===== config.mk =====
export PLATFORM = sky130hd
export DESIGN_NAME = ets_mul
export DESIGN_NICKNAME = d
export VERILOG_FILES = /design/src/rtl/ets_mul_pkg.sv /design/src/rtl/ets_mul_digit.sv /design/src/rtl/ets_mul_pp.sv /design/src/rtl/ets_mul_ctrl.sv /design/src/rtl/ets_mul.sv
export SDC_FILE = /design/constraint.sdc
export NUM_CORES = 1
export LEC_CHECK = 0
export ABC_AREA = 1
export BUFFER_PORTS_ARGS = -buffer_cell sky130_fd_sc_hd__buf_2
export CORE_ASPECT_RATIO = 1.1
export CORE_MARGIN = 4
export CORE_UTILIZATION = 45
export CTS_BUF_LIST = sky130_fd_sc_hd__clkbuf_8
export DETAILED_ROUTE_END_ITERATION = 10
export PLACE_DENSITY = 0.66
export SLEW_MARGIN = 20
export SYNTH_ARGS = -nofsm -noshare
export SYNTH_HDL_FRONTEND = slang
export SYNTH_SLANG_ARGS = --single-unit

===== constraint.sdc =====
create_clock -name clk -period 8.2 [get_ports clk]
set_input_delay 0 -clock clk [delete_from_list [all_inputs] [get_ports clk]]
set_output_delay 0 -clock clk [all_outputs]
set_load 0.01 [all_outputs]

===== src/rtl/ets_mul_pkg.sv =====
package ets_mul_pkg;

    // Bit 1 of the code selects the long (double-width) form,
    // bit 0 selects the accumulate form.
    typedef enum logic [1:0] {
        OP_MUL   = 2'd0,
        OP_MLA   = 2'd1,
        OP_SMULL = 2'd2,
        OP_SMLAL = 2'd3
    } op_e;

    typedef enum logic {
        S_IDLE = 1'b0,
        S_RUN  = 1'b1
    } state_e;

endpackage


===== src/rtl/ets_mul_digit.sv =====
// Recodes the examined operand into signed digits and flags, per digit,
// whether all higher bits are sign extension.
module ets_mul_digit #(
    parameter int DATA_W  = 32,
    parameter int DIGIT_W = 8,
    parameter int NDIG    = DATA_W / DIGIT_W,
    parameter int IDX_W   = 2
) (
    input  logic [DATA_W-1:0]         mulr,
    input  logic [IDX_W-1:0]          idx,
    output logic signed [DIGIT_W:0]   sdigit,
    output logic                      last
);

    logic signed [DIGIT_W:0] dig_v [NDIG];
    logic [NDIG-1:0]         stop_v;

    for (genvar g = 0; g < NDIG; g++) begin : g_dig
        localparam int LO = g * DIGIT_W;
        localparam int HI = (g + 1) * DIGIT_W;
        logic neg;
        if (g == NDIG - 1) begin : g_top
            assign neg       = mulr[DATA_W-1];
            assign stop_v[g] = 1'b1;
        end else begin : g_mid
            logic ones, zeros;
            assign ones      = &mulr[DATA_W-1:HI];
            assign zeros     = ~|mulr[DATA_W-1:HI];
            assign neg       = ones;
            assign stop_v[g] = ones | zeros;
        end
        // raw digit minus 2^DIGIT_W when the remainder above is all ones
        assign dig_v[g] = {neg, mulr[LO +: DIGIT_W]};
    end

    always_comb begin
        sdigit = dig_v[idx];
        last   = stop_v[idx];
    end

endmodule


===== src/rtl/ets_mul_pp.sv =====
// One signed partial product, aligned to its digit position.
module ets_mul_pp #(
    parameter int DATA_W  = 32,
    parameter int DIGIT_W = 8,
    parameter int IDX_W   = 2
) (
    input  logic [DATA_W-1:0]        mcand,
    input  logic signed [DIGIT_W:0]  sdigit,
    input  logic [IDX_W-1:0]         idx,
    output logic [2*DATA_W-1:0]      pp
);

    localparam int PROD_W = DATA_W + DIGIT_W + 1;

    logic signed [PROD_W-1:0]   prod;
    logic signed [2*DATA_W-1:0] ext;
    logic [31:0]                shamt;

    assign prod  = $signed(mcand) * sdigit;
    assign ext   = prod;
    assign shamt = 32'(idx) * 32'(DIGIT_W);
    assign pp    = ext << shamt;

endmodule


===== src/rtl/ets_mul_ctrl.sv =====
module ets_mul_ctrl
    import ets_mul_pkg::*;
#(
    parameter int IDX_W = 2
) (
    input  logic             clk,
    input  logic             rst_n,
    input  logic             start,
    input  logic             last,
    output logic             busy,
    output logic             load,
    output logic             step,
    output logic             done,
    output logic [IDX_W-1:0] idx
);

    state_e state, nxt;

    // state register
    always_ff @(posedge clk or negedge rst_n) begin
        if (!rst_n) state <= S_IDLE;
        else        state <= nxt;
    end

    // transitions: ACCEPT, ADVANCE, RETIRE
    always_comb begin
        nxt = state;
        unique case (state)
            S_IDLE: if (start) nxt = S_RUN;
            S_RUN:  if (last)  nxt = S_IDLE;
        endcase
    end

    assign load = (state == S_IDLE) && start;
    assign step = (state == S_RUN);
    assign busy = step;

    // outputs
    always_ff @(posedge clk or negedge rst_n) begin
        if (!rst_n) begin
            idx  <= '0;
            done <= 1'b0;
        end else begin
            done <= step && last;
            if (load)      idx <= '0;
            else if (step) idx <= idx + 1'b1;
        end
    end

endmodule


===== src/rtl/ets_mul.sv =====
module ets_mul
    import ets_mul_pkg::*;
#(
    parameter int DATA_W  = 32,
    parameter int DIGIT_W = 8
) (
    input  logic                  clk,
    input  logic                  rst_n,
    input  logic                  start,
    input  logic [1:0]            op,
    input  logic [DATA_W-1:0]     opa,
    input  logic [DATA_W-1:0]     opb,
    input  logic [2*DATA_W-1:0]   acc_in,
    output logic                  busy,
    output logic                  done,
    output logic [2*DATA_W-1:0]   result
);

    localparam int NDIG  = DATA_W / DIGIT_W;
    localparam int IDX_W = (NDIG > 1) ? $clog2(NDIG) : 1;
    localparam int RES_W = 2 * DATA_W;

    logic                    load, step, last;
    logic [IDX_W-1:0]        idx;
    logic signed [DIGIT_W:0] sdigit;
    logic [RES_W-1:0]        pp, sum_q, sum_nxt, init;
    logic [DATA_W-1:0]       a_q, b_q;
    op_e                     op_q;

    ets_mul_ctrl #(.IDX_W(IDX_W)) u_ctrl (
        .clk   (clk),
        .rst_n (rst_n),
        .start (start),
        .last  (last),
        .busy  (busy),
        .load  (load),
        .step  (step),
        .done  (done),
        .idx   (idx)
    );

    ets_mul_digit #(
        .DATA_W(DATA_W), .DIGIT_W(DIGIT_W), .NDIG(NDIG), .IDX_W(IDX_W)
    ) u_digit (
        .mulr   (b_q),
        .idx    (idx),
        .sdigit (sdigit),
        .last   (last)
    );

    ets_mul_pp #(
        .DATA_W(DATA_W), .DIGIT_W(DIGIT_W), .IDX_W(IDX_W)
    ) u_pp (
        .mcand  (a_q),
        .sdigit (sdigit),
        .idx    (idx),
        .pp     (pp)
    );

    always_comb begin
        unique case (op_e'(op))
            OP_MLA:   init = {{DATA_W{1'b0}}, acc_in[DATA_W-1:0]};
            OP_SMLAL: init = acc_in;
            default:  init = '0;
        endcase
    end

    assign sum_nxt = sum_q + pp;

    always_ff @(posedge clk or negedge rst_n) begin
        if (!rst_n) begin
            a_q    <= '0;
            b_q    <= '0;
            op_q   <= OP_MUL;
            sum_q  <= '0;
            result <= '0;
        end else begin
            if (load) begin
                a_q   <= opa;
                b_q   <= opb;
                op_q  <= op_e'(op);
                sum_q <= init;
            end else if (step) begin
                sum_q <= sum_nxt;
                if (last) begin
                    if (op_q[1]) result <= sum_nxt;
                    else         result <= {{DATA_W{1'b0}}, sum_nxt[DATA_W-1:0]};
                end
            end
        end
    end

endmodule


==> run metrics <==
Worst Path Class, Setup=flop to flop; Crit-path slowest cell=fa_1; highest clock rate=125 MHz; number of setup violations in the final report=0; RSZ-0062 raised after global routing=true; Max Clock Skew=0.0220 ns; most common cell after layout, fill and taps aside=nand2_1; Relative slew margins=0.313; top flip-flop cell by instance count after synthesis=dfrtp_1; largest net degree at the start of global routing=74; final weighted congestion in routability-driven placement=1.00; Design Area, Final=0.0313 mm²; root buffer selected by CTS=clkbuf_8; Most common cell on crit path=nand2_1; async set-or-reset flop fraction in the synthesized netlist=1.00; sequential cell area fraction in the yosys report=0.212; number of top-level design ports=199; Die Y-Extent=246 µm; DRC viols=0; site row count=87; average cell area after synthesis=7.27 µm²; area overhead of the layout relative to synthesis=34.8%; top cell type's share of synthesized area=0.212; clock buffer depth=2; cell types with the largest area share after synthesis=dfrtp_1 (21%), fa_1 (20%), nand2_1 (13%), inv_1 (8.3%), ha_1 (7.9%); maximum single-stage delay on the critical path=0.50 ns; share of the clock period used by the worst path=0.973; fraction of final layout cells sized beyond drive strength 1=0.255; CTS sink count=197; maximum level of the CTS H-tree=4; global-route wire length before repair=126000 µm; number of instances in the synthesized netlist=3193; count of warnings emitted by yosys=0; area after detailed placement=0.0266 mm²; number of enable flip-flop cells after synthesis=0; worst hold-check path type=input port to flop; iteration-0 DRC count of the detailed router=1653; Net Count, Synth=3705; drt total wl=81400 µm; result of the run=completed; die width=225 µm; clock transition at the register clock pins on the worst setup and hold paths after CTS=0.12 ns; data required time of the worst path=8.72 ns; number of max-capacitance violations reported=0; Total Die Area=0.0553 mm²; count of pins over their slew limit=0; Worst Tran Pin Value=1.02 ns; core area=0.0512 mm²; CTS tree=done; highest net fanout along the worst path=8; sum of overflow across all layers after global routing=0; area of the mapped netlist=0.0232 mm²; vias in the first global route=24200; total vias in the final route=23800; TritonCTS Buffers=17; starting density of the core=0.454; number of detailed-route iterations in the first pass=5; via-per-instance ratio=5.34; sum of net half-perimeters after detailed placement=63000 µm; startpoint class of the critical path=flop; clock latency of the later-clocked register in the worst-skew pair=0.59 ns; Final Hold Vio Count=0; global-route total usage across every layer=0.288; time the worst path needs with I/O delays and setup=7.98 ns; initial antenna violation count=1; most used cells in the layout excluding fill and tap cells=nand2_1 (776), inv_1 (501), nor2_1 (306), buf_4 (291), fa_1 (231); Hold Slack=0.0543 ns; number of buffer cells added on primary ports=198; Avg WL per Cell=18.2 µm; remaining antenna violation count=0; Final #Nets=4293; Cell variety after synth=55; critical path endpoint category=flop; register bit total from synthesis=197; largest area contributor in the synthesized netlist=dfrtp_1; signal arrival time at the worst endpoint=8.50 ns
==> per-layer routing <==
metal	vias up	wire, µm	track usage
met4	0	3980	0.120
li1	11200	-	-
met2	841	40300	0.501
met5	-	0	0
met1	11600	33100	0.364
met3	233	4000	0.0348
==> synthesized netlist by cell type (all sizes together), types with 4 or more instances <==
cell type  instances
ha               146
nand4             13
o221ai            17
a21o              17
xnor2             22
o211ai            11
nor2             380
or2               13
fa               233
buf               34
dfrtp            197
a21oi            169
nand2            846
o21bai            16
xor2              50
nor4              16
nand3            144
a22o              12
a21boi             5
inv              520
clkinv             5
nor3              14
o21ai            174
a22oi             19
nand3b             4
clkbuf            71
a31oi             31
==> sequential cells by signal (all words and copies together), names as in the netlist <==
name and cells:
result 64, sum_q 64, a_q 32, b_q 32, u_ctrl.idx 2, op_q 1
u_ctrl.busy 1, u_ctrl.done 1
==> final timing paths <==
check / start / end / slack, ns / cells after the start
setup reg to reg: b_q[28]$_DFFE_PN0P_ / sum_q[58]$_DFFE_PN0P_ / 0.22 / 47
hold / removal: start / u_ctrl.busy$_DFF_PN0_ / 0.05 / 4
min in group asynchronous: rst_n / result[36]$_DFFE_PN0P_ / 0.48 / 3
setup / recovery: b_q[28]$_DFFE_PN0P_ / sum_q[58]$_DFFE_PN0P_ / 0.22 / 47
hold reg to reg: result[7]$_DFFE_PN0P_ / result[7]$_DFFE_PN0P_ / 0.49 / 2
max in group asynchronous: rst_n / u_ctrl.idx[1]$_DFFE_PN0P_ / 6.34 / 4
==> area by class of cell <==
class	instances	area [µm²]
Fill cell	4478	19900
Multi-Input combinational cell	2366	18000
Timing Repair Buffer	674	5170
Clock inverter	12	138
Sequential cell	197	4930
Tap cell	667	835
Clock buffer	20	275
Inverter	525	1980
Antenna cell	2	5.00
==> per-stage QoR <==
step | TNS [ns] | cells | setup slack [ns] | util
floorplan | 0 | 3193 | 0.703 | -
global placement | -1.54 | 4203 | -0.222 | 0.520
detailed placement | -1.87 | 4203 | -0.261 | 0.520
CTS | -0.110 | 4407 | -0.0269 | 0.563
global route | -3.64 | 4461 | -0.194 | 0.611
finish | 0 | 4463 | 0.218 | 0.611
==> cell families (layout without fill, tap and decap cells) <==
group	count (synthesis)	after routing	synth area share
AO/OA/AOI/OAI	481	481	0.123
XOR/XNOR	72	72	0.0272
adder cells (fa/ha/maj)	379	379	0.280
buffers and inverters	630	1231	0.104
flip-flops	197	197	0.212
multiplexers	3	3	0.00129
other	0	2	0
AND/OR/NAND/NOR	1431	1431	0.253
==> critical path, delay by kind of cell, from the launching register on <==
kind / cells / cell delay, ns
AND/OR/NAND/NOR: 23 / 2.77
buffers and inverters: 10 / 0.98
adder cells (fa/ha/maj): 7 / 2.70
flip-flops: 1 / 0.38
AO/OA/AOI/OAI: 6 / 0.91
XOR/XNOR: 1 / 0.17
==> what timing repair did <==
item / 4_1_cts / 5_1_grt
cloned: 0 / 1
hold buffers: 169 / 0
endpoints found under the hold margin: 203 / 0
endpoints found under the setup margin: 37 / 86
pin swaps: 3 / 101
resized for setup: 14 / 471
setup buffers: 3 / 53
Power is left out: the tool's default activity adds up to more than one toggle a clock period on the data nets, which glitch-free logic cannot reach.
